### src/rtl/evseq_pkg.sv
// Shared types of the event notification sequencer.
package evseq_pkg;

    // Sequencer stages
    typedef enum logic [2:0] {
        ST_IDLE,
        ST_FETCH,
        ST_DECIDE,
        ST_PRESENT,
        ST_ESCAL
    } seq_state_t;

    // Per-descriptor control flags latched at fetch
    typedef struct packed {
        logic vld;
        logic enq;
        logic sil;
        logic dir;
        logic bkl;
        logic esc;
        logic unc;
        logic fmt;
    } desc_flags_t;

    localparam logic [1:0] ERR_NONE    = 2'd0;
    localparam logic [1:0] ERR_INVALID = 2'd1;
    localparam logic [1:0] ERR_BKLCFG  = 2'd2;
    localparam logic [1:0] ERR_DEPTH   = 2'd3;

endpackage

### src/rtl/evseq_pq_step.sv
// Two-bit coalescing state step for a trigger.
// Assumes bit 1 is P and bit 0 is Q; only the 00 state lets the event pass.
module evseq_pq_step (
    input  logic [1:0] cur,
    output logic [1:0] nxt,
    output logic       fire
);
    // Trigger: P always set, Q set if anything was already pending
    always_comb begin
        nxt  = {1'b1, cur[1] | cur[0]};
        fire = (cur == 2'b00);
    end
endmodule

### src/rtl/evseq_prio_mask.sv
// Converts a priority into a one-hot pending mask, priority 0 at the MSB.
// Assumes priorities at or above MASK_W map to an all-zero mask.
module evseq_prio_mask #(
    parameter int unsigned PRIO_W = 8,
    parameter int unsigned MASK_W = 8
) (
    input  logic [PRIO_W-1:0] prio,
    output logic [MASK_W-1:0] mask
);
    // One comparator per mask bit
    for (genvar b = 0; b < MASK_W; b++) begin : g_bit
        localparam int unsigned POS = MASK_W - 1 - b;
        assign mask[b] = (prio == PRIO_W'(POS));
    end
endmodule

### src/rtl/evnt_sequencer.sv
// Event notification sequencer: fetches a descriptor for a trigger, then
// walks validity, queueing, silent/mask checks, notification coalescing,
// presentation, backlog and escalation. Assumes one event in flight and
// descriptor fields stable while fetch_ack is high.
module evnt_sequencer #(
    parameter int unsigned BLK_W  = 4,
    parameter int unsigned IDX_W  = 8,
    parameter int unsigned DATA_W = 31,
    parameter int unsigned PRIO_W = 8,
    parameter int unsigned MASK_W = 8
) (
    input  logic              clk,
    input  logic              rst_n,
    input  logic              trig_valid,
    input  logic [BLK_W-1:0]  trig_blk,
    input  logic [IDX_W-1:0]  trig_idx,
    input  logic [DATA_W-1:0] trig_data,
    output logic              busy,
    output logic              fetch_req,
    output logic [BLK_W-1:0]  fetch_blk,
    output logic [IDX_W-1:0]  fetch_idx,
    input  logic              fetch_ack,
    input  logic              desc_valid,
    input  logic              desc_enq,
    input  logic              desc_silent,
    input  logic              desc_direct,
    input  logic              desc_backlog,
    input  logic              desc_escalate,
    input  logic              desc_uncond,
    input  logic              desc_format,
    input  logic [PRIO_W-1:0] desc_prio,
    input  logic [1:0]        desc_npq,
    input  logic [1:0]        desc_epq,
    input  logic [BLK_W-1:0]  desc_esc_blk,
    input  logic [IDX_W-1:0]  desc_esc_idx,
    input  logic [DATA_W-1:0] desc_esc_data,
    output logic              enq_valid,
    output logic [DATA_W-1:0] enq_data,
    output logic              wb_valid,
    output logic [BLK_W-1:0]  wb_blk,
    output logic [IDX_W-1:0]  wb_idx,
    output logic [1:0]        wb_npq,
    output logic [1:0]        wb_epq,
    output logic              pres_req,
    input  logic              pres_ack,
    input  logic              pres_found,
    output logic              bl_valid,
    output logic [MASK_W-1:0] bl_mask,
    output logic              esc_valid,
    output logic [BLK_W-1:0]  esc_blk,
    output logic [IDX_W-1:0]  esc_idx,
    output logic [DATA_W-1:0] esc_data,
    output logic              done,
    output logic              err_valid,
    output logic [1:0]        err_code
);
    import evseq_pkg::*;

    localparam logic [PRIO_W-1:0] PRIO_MASKED = {PRIO_W{1'b1}};

    seq_state_t        state;
    logic [BLK_W-1:0]  cur_blk;
    logic [IDX_W-1:0]  cur_idx;
    logic [DATA_W-1:0] cur_data;
    logic              lvl;
    desc_flags_t       flg;
    logic [PRIO_W-1:0] prio_q;
    logic [1:0]        npq_q, epq_q;
    logic [BLK_W-1:0]  eblk_q;
    logic [IDX_W-1:0]  eidx_q;
    logic [DATA_W-1:0] edata_q;

    logic [1:0]        n_nxt, e_nxt;
    logic              n_fire, e_fire, esc_pass;
    logic [MASK_W-1:0] prio_mask;

    evseq_pq_step u_npq (.cur(npq_q), .nxt(n_nxt), .fire(n_fire));
    evseq_pq_step u_epq (.cur(epq_q), .nxt(e_nxt), .fire(e_fire));

    evseq_prio_mask #(.PRIO_W(PRIO_W), .MASK_W(MASK_W)) u_mask (
        .prio (prio_q),
        .mask (prio_mask)
    );

    // Stage-derived request lines and fetch address
    always_comb begin
        busy      = (state != ST_IDLE);
        fetch_req = (state == ST_FETCH);
        pres_req  = (state == ST_PRESENT);
        fetch_blk = cur_blk;
        fetch_idx = cur_idx;
        esc_pass  = flg.unc | e_fire;
    end

    // Sequencer state, latched descriptor and registered strobes
    always_ff @(posedge clk) begin
        if (!rst_n) begin
            state     <= ST_IDLE;
            cur_blk   <= '0;
            cur_idx   <= '0;
            cur_data  <= '0;
            lvl       <= 1'b0;
            flg       <= '0;
            prio_q    <= '0;
            npq_q     <= '0;
            epq_q     <= '0;
            eblk_q    <= '0;
            eidx_q    <= '0;
            edata_q   <= '0;
            enq_valid <= 1'b0;
            enq_data  <= '0;
            wb_valid  <= 1'b0;
            wb_blk    <= '0;
            wb_idx    <= '0;
            wb_npq    <= '0;
            wb_epq    <= '0;
            bl_valid  <= 1'b0;
            bl_mask   <= '0;
            esc_valid <= 1'b0;
            esc_blk   <= '0;
            esc_idx   <= '0;
            esc_data  <= '0;
            done      <= 1'b0;
            err_valid <= 1'b0;
            err_code  <= ERR_NONE;
        end else begin
            enq_valid <= 1'b0;
            wb_valid  <= 1'b0;
            bl_valid  <= 1'b0;
            esc_valid <= 1'b0;
            done      <= 1'b0;
            err_valid <= 1'b0;
            err_code  <= ERR_NONE;
            case (state)
                ST_IDLE: begin
                    if (trig_valid) begin
                        cur_blk  <= trig_blk;
                        cur_idx  <= trig_idx;
                        cur_data <= trig_data;
                        lvl      <= 1'b0;
                        state    <= ST_FETCH;
                    end
                end
                ST_FETCH: begin
                    if (fetch_ack) begin
                        flg     <= '{vld: desc_valid, enq: desc_enq, sil: desc_silent,
                                     dir: desc_direct, bkl: desc_backlog,
                                     esc: desc_escalate, unc: desc_uncond,
                                     fmt: desc_format};
                        prio_q  <= desc_prio;
                        npq_q   <= desc_npq;
                        epq_q   <= desc_epq;
                        eblk_q  <= desc_esc_blk;
                        eidx_q  <= desc_esc_idx;
                        edata_q <= desc_esc_data;
                        state   <= ST_DECIDE;
                    end
                end
                ST_DECIDE: begin
                    if (!flg.vld) begin
                        err_valid <= 1'b1;
                        err_code  <= ERR_INVALID;
                        done      <= 1'b1;
                        state     <= ST_IDLE;
                    end else begin
                        if (flg.enq) begin
                            enq_valid <= 1'b1;
                            enq_data  <= cur_data;
                        end
                        if (flg.sil) begin
                            state <= ST_ESCAL;
                        end else if (!flg.fmt && prio_q == PRIO_MASKED) begin
                            done  <= 1'b1;
                            state <= ST_IDLE;
                        end else if (!flg.dir) begin
                            if (n_nxt != npq_q) begin
                                wb_valid <= 1'b1;
                                wb_blk   <= cur_blk;
                                wb_idx   <= cur_idx;
                                wb_npq   <= n_nxt;
                                wb_epq   <= epq_q;
                                npq_q    <= n_nxt;
                            end
                            if (n_fire) begin
                                state <= ST_PRESENT;
                            end else begin
                                done  <= 1'b1;
                                state <= ST_IDLE;
                            end
                        end else begin
                            state <= ST_PRESENT;
                        end
                    end
                end
                ST_PRESENT: begin
                    if (pres_ack) begin
                        if (pres_found) begin
                            done  <= 1'b1;
                            state <= ST_IDLE;
                        end else if (flg.bkl && flg.fmt) begin
                            err_valid <= 1'b1;
                            err_code  <= ERR_BKLCFG;
                            done      <= 1'b1;
                            state     <= ST_IDLE;
                        end else begin
                            if (flg.bkl) begin
                                bl_valid <= 1'b1;
                                bl_mask  <= prio_mask;
                            end
                            state <= ST_ESCAL;
                        end
                    end
                end
                ST_ESCAL: begin
                    if (!flg.esc) begin
                        done  <= 1'b1;
                        state <= ST_IDLE;
                    end else begin
                        if (!flg.unc && e_nxt != epq_q) begin
                            wb_valid <= 1'b1;
                            wb_blk   <= cur_blk;
                            wb_idx   <= cur_idx;
                            wb_npq   <= npq_q;
                            wb_epq   <= e_nxt;
                            epq_q    <= e_nxt;
                        end
                        if (!esc_pass) begin
                            done  <= 1'b1;
                            state <= ST_IDLE;
                        end else if (lvl) begin
                            err_valid <= 1'b1;
                            err_code  <= ERR_DEPTH;
                            done      <= 1'b1;
                            state     <= ST_IDLE;
                        end else begin
                            esc_valid <= 1'b1;
                            esc_blk   <= eblk_q;
                            esc_idx   <= eidx_q;
                            esc_data  <= edata_q;
                            cur_blk   <= eblk_q;
                            cur_idx   <= eidx_q;
                            cur_data  <= edata_q;
                            lvl       <= 1'b1;
                            state     <= ST_FETCH;
                        end
                    end
                end
                default: state <= ST_IDLE;
            endcase
        end
    end
endmodule

### config.mk
export PLATFORM = sky130hd
export DESIGN_NAME = evnt_sequencer
export DESIGN_NICKNAME = d
export VERILOG_FILES = /design/src/rtl/evseq_pkg.sv /design/src/rtl/evseq_pq_step.sv /design/src/rtl/evseq_prio_mask.sv /design/src/rtl/evnt_sequencer.sv
export SDC_FILE = /design/constraint.sdc
export NUM_CORES = 1
export LEC_CHECK = 0
export ABC_AREA = 1
export BUFFER_PORTS_ARGS = -buffer_cell sky130_fd_sc_hd__buf_4
export CORE_MARGIN = 2
export CORE_UTILIZATION = 27
export DETAILED_ROUTE_END_ITERATION = 7
export GPL_ROUTABILITY_DRIVEN = 0
export PLACE_DENSITY = 0.55
export REMOVE_ABC_BUFFERS = 1
export SYNTH_ARGS = -nofsm -noshare
export SYNTH_HDL_FRONTEND = slang
export SYNTH_SLANG_ARGS = --single-unit
### constraint.sdc
create_clock -name clk -period 2.4 [get_ports clk]
set_input_delay 0.12 -clock clk [delete_from_list [all_inputs] [get_ports clk]]
set_output_delay 0.12 -clock clk [all_outputs]
set_load 0.005 [all_outputs]
==> metrics.yaml <==
synthesis:
  synth_cell_types: 29
  synthArstFlopShare_pct: 0
  synth_top_area_share_pct: 51.5
  synth_edf_count: 0
  ys.flop_type: "dfxtp_1"
  synth-seq-cells: 216
  synth.largest_area_cell: "dfxtp_1"
  ys_seq_area_share_pct: 51.5
  syn_area_per_cell_sq_um: 7.74
  ys_top_cells_by_count: "dfxtp_1 (216), a21oi_1 (195), o21ai_0 (157)"
  synth_area_leaders: "dfxtp_1 (52%), a21oi_1 (12%), o21ai_0 (9.4%)"
  synthCells: 1084
  ys.warnings.count: 0
  synth_area_sq_um: 8390
  synth_most_common_cell: "dfxtp_1"
clock_network:
  root_buffer: "clkbuf_16"
  clkTransAtPathRegs_ns: 0.06
  clock-sinks: 216
  htreeDepth: 1
  clockBufferDepth: 3
  cts_resized: 0
  numCtsBuffers: 25
  clock_latency_ns: 0.52
  cts_tree: "done"
timing:
  setup_violations: 0
  slew_violations: 0
  worst_pin_slew_ns: 0.668
  fin_crit_sh_pct: 79.1
  hold_violations: 0
  skew_ns: 0.00915
  grt_setup_unrepaired: "no"
  max_freq_ghz: 0.527
  min_period_ns: 1.90
  slew_headroom_pct: 55.5
power_and_ir_drop:
  netSwitchingFraction_pct: 27.2
  power_frac_seq_pct: 43.3
  p_sw_w: 0.00252
  p_per_area_nw_per_um2: 769
  p_int_w: 0.00673
  leakage_nw: 5.03
  power_frac_comb_pct: 15.1
  clkPwrFrac_pct: 41.5
  irDropWorstVdd_uv: 446
floorplanning:
  die_y_um: 180
  core_sq_um: 30600
  io_pins: 233
  dieArea_sq_um: 32500
  initial_core_util_pct: 27.4
  rows: 64
  fp.dieW_um: 180
finish:
  drive_above_1_share_pct: 22.8
  fin_area_sq_um: 12000
  nets: 1462
  areaGrowthSynthToFinish_pct: 43.2
  diodes: 0
  final_cells: 1764
setup_path:
  path_cells: "inv_2 -> nand3b_1 -> buf_4 -> nand3_1 -> nor2_1 -> nand2_1 -> a21oi_1"
  worstSetupPathDepth: 7
  crit-reg2reg-launch: "state[2]"
  reg2regPathDepth: 7
  cp.required_ns: 2.84
  arrival_ns: 2.33
  critPathBufInv: 2
  cp-startpoint: "state[2]"
  endpoint_kind: "flop"
  rrSetupSlack_ns: 0.50
  cp-endpoint: "state[1]"
  cp_max_fo: 45
  crit_type: "reg2reg"
  critPathLaunchType: "flop"
  slowest_delay_ns: 0.52
  slowest_stage: "dfxtp_1"
  cpLargestDelayFamily: "buffers and inverters"
  worstReg2RegEnd: "state[1]"
hold_path:
  hp-class: "in2reg"
  hold_depth: 5
global_route:
  grt_first_pass_wirelength_mm: 43.3
  grt_pass1_vias: 7896
  grt.total_usage_pct: 16.2
  antenna_found_initial: 0
  grt_max_degree: 147
  grt-ovfl-total: 0
routing:
  viasPerCell: 4.69
  num_vias: 8267
  drc: 0
  drt_first_iter_violations: 456
  postRouteAntennaNets: 0
  wl_per_cell_um: 15.4
  firstDrtPassIters: 5
  routed_wl_mm: 27.2
placed_design:
  place_inst: 1650
  dpl_cell_area_sq_um: 10500
  hpwl_mm: 18.0
  io_buffers: 232
run_status:
  outcome: "completed"
job:
  maxCapViolCount: 0
worst min path at each step:
stage / startpoint / to / slack (ns)
final: trig_idx[4] / fetch_idx[4] / 0.01
after global routing: trig_data[7] / cur_data[7] / 0.03
after CTS: trig_data[14] / cur_data[14] / 0.001
after detailed placement: desc_esc_data[30] / edata_q[30] / 0.39
after global placement: desc_esc_idx[7] / eidx_q[7] / 0.38
after floorplan: rst_n / wb_npq[1] / 0.24
cell usage in the layout, fill, tap and decap left out, types with 3 or more instances in the layout:
cell | synthesis | final
nand3_2 | 4 | 3
dlygate4sd3_1 | 0 | 69
nand4_1 | 45 | 45
buf_4 | 8 | 245
nor2_1 | 54 | 53
clkbuf_16 | 0 | 25
inv_2 | 4 | 4
inv_1 | 97 | 97
clkinv_2 | 0 | 8
o21ai_0 | 157 | 157
buf_12 | 0 | 5
dfxtp_1 | 216 | 216
a21oi_1 | 195 | 195
clkbuf_8 | 0 | 6
nand2_1 | 146 | 146
nand3_1 | 39 | 39
o21ai_1 | 23 | 23
nor3_1 | 7 | 7
worst min-delay path: stages:
cell and delay [ns]:
buf_4 0.11, nand2_1 0.05, o21ai_0 0.07, nand4_1 0.08, a21oi_1 0.06
cell type report:
class	count	area [sq um]
multi-input combinational	685	3350
sequential	216	4320
clock inverter	12	119
clock buffer	33	716
fill	3150	18600
timing repair buffer	319	2630
inverter	103	388
tap	396	495
cells by family (layout without fill, tap and decap cells):
| logic type | after synthesis | in the layout | share of synthesized area [%] |
|---|---|---|---|
| flip-flops | 216 | 216 | 51.5 |
| AND/OR/NAND/NOR | 305 | 305 | 16.6 |
| AO/OA/AOI/OAI | 380 | 380 | 22.8 |
| buffers and inverters | 183 | 467 | 9.01 |
power by group through the flow:
stage | Sequential [W] | Combinational, W | Clock (W)
2_1_floorplan | 0.00404 | 0.000721 | 0
3_3_place_gp | 0.00408 | 0.00129 | 0
3_5_place_dp | 0.00409 | 0.00131 | 0
4_1_cts | 0.00401 | 0.00141 | 0.00394
5_1_grt | 0.00404 | 0.00158 | 0.00409
6_report | 0.00401 | 0.00140 | 0.00384
stage by stage:
step	setup WS [ns]	utilization, %	setup TNS [ns]	hold WS [ns]	power [W]
6_report	0.502	39.3	0	0.0131	0.00924
5_1_grt	0.354	39.3	0	0.0265	0.00970
4_1_cts	0.521	39.3	0	0.000998	0.00936
3_5_place_dp	0.542	34.3	0	0.388	0.00540
3_3_place_gp	0.608	34.3	0	0.380	0.00538
2_1_floorplan	-1.65	-	-99.43	0.240	0.00476
state kept, by name, indices dropped and copies added, names as in the netlist, 3 cells and up:
| register | flops |
|---|---|
| bl_mask | 8 |
| cur_data | 31 |
| eblk_q | 4 |
| edata_q | 31 |
| eidx_q | 8 |
| enq_data | 31 |
| esc_blk | 4 |
| esc_data | 31 |
| esc_idx | 8 |
| fetch_blk | 4 |
| fetch_idx | 8 |
| flg | 8 |
| prio_q | 8 |
| state | 3 |
| wb_blk | 4 |
| wb_idx | 8 |
what timing repair did:
item                      4_1_cts  5_1_grt
setup buffers                   0        0
hold buffers                   69        0
hold endpoints to repair       71        0
routing by layer:
layer	track usage, %	part of all wire, %	vias to the layer above
met2	27.5	47	220
met4	4.74	2.8	0
met5	0	0	-
met1	21.1	45	3820
met3	2.91	5.7	40
li1	-	-	4187
(Power assumes the default switching activity.)
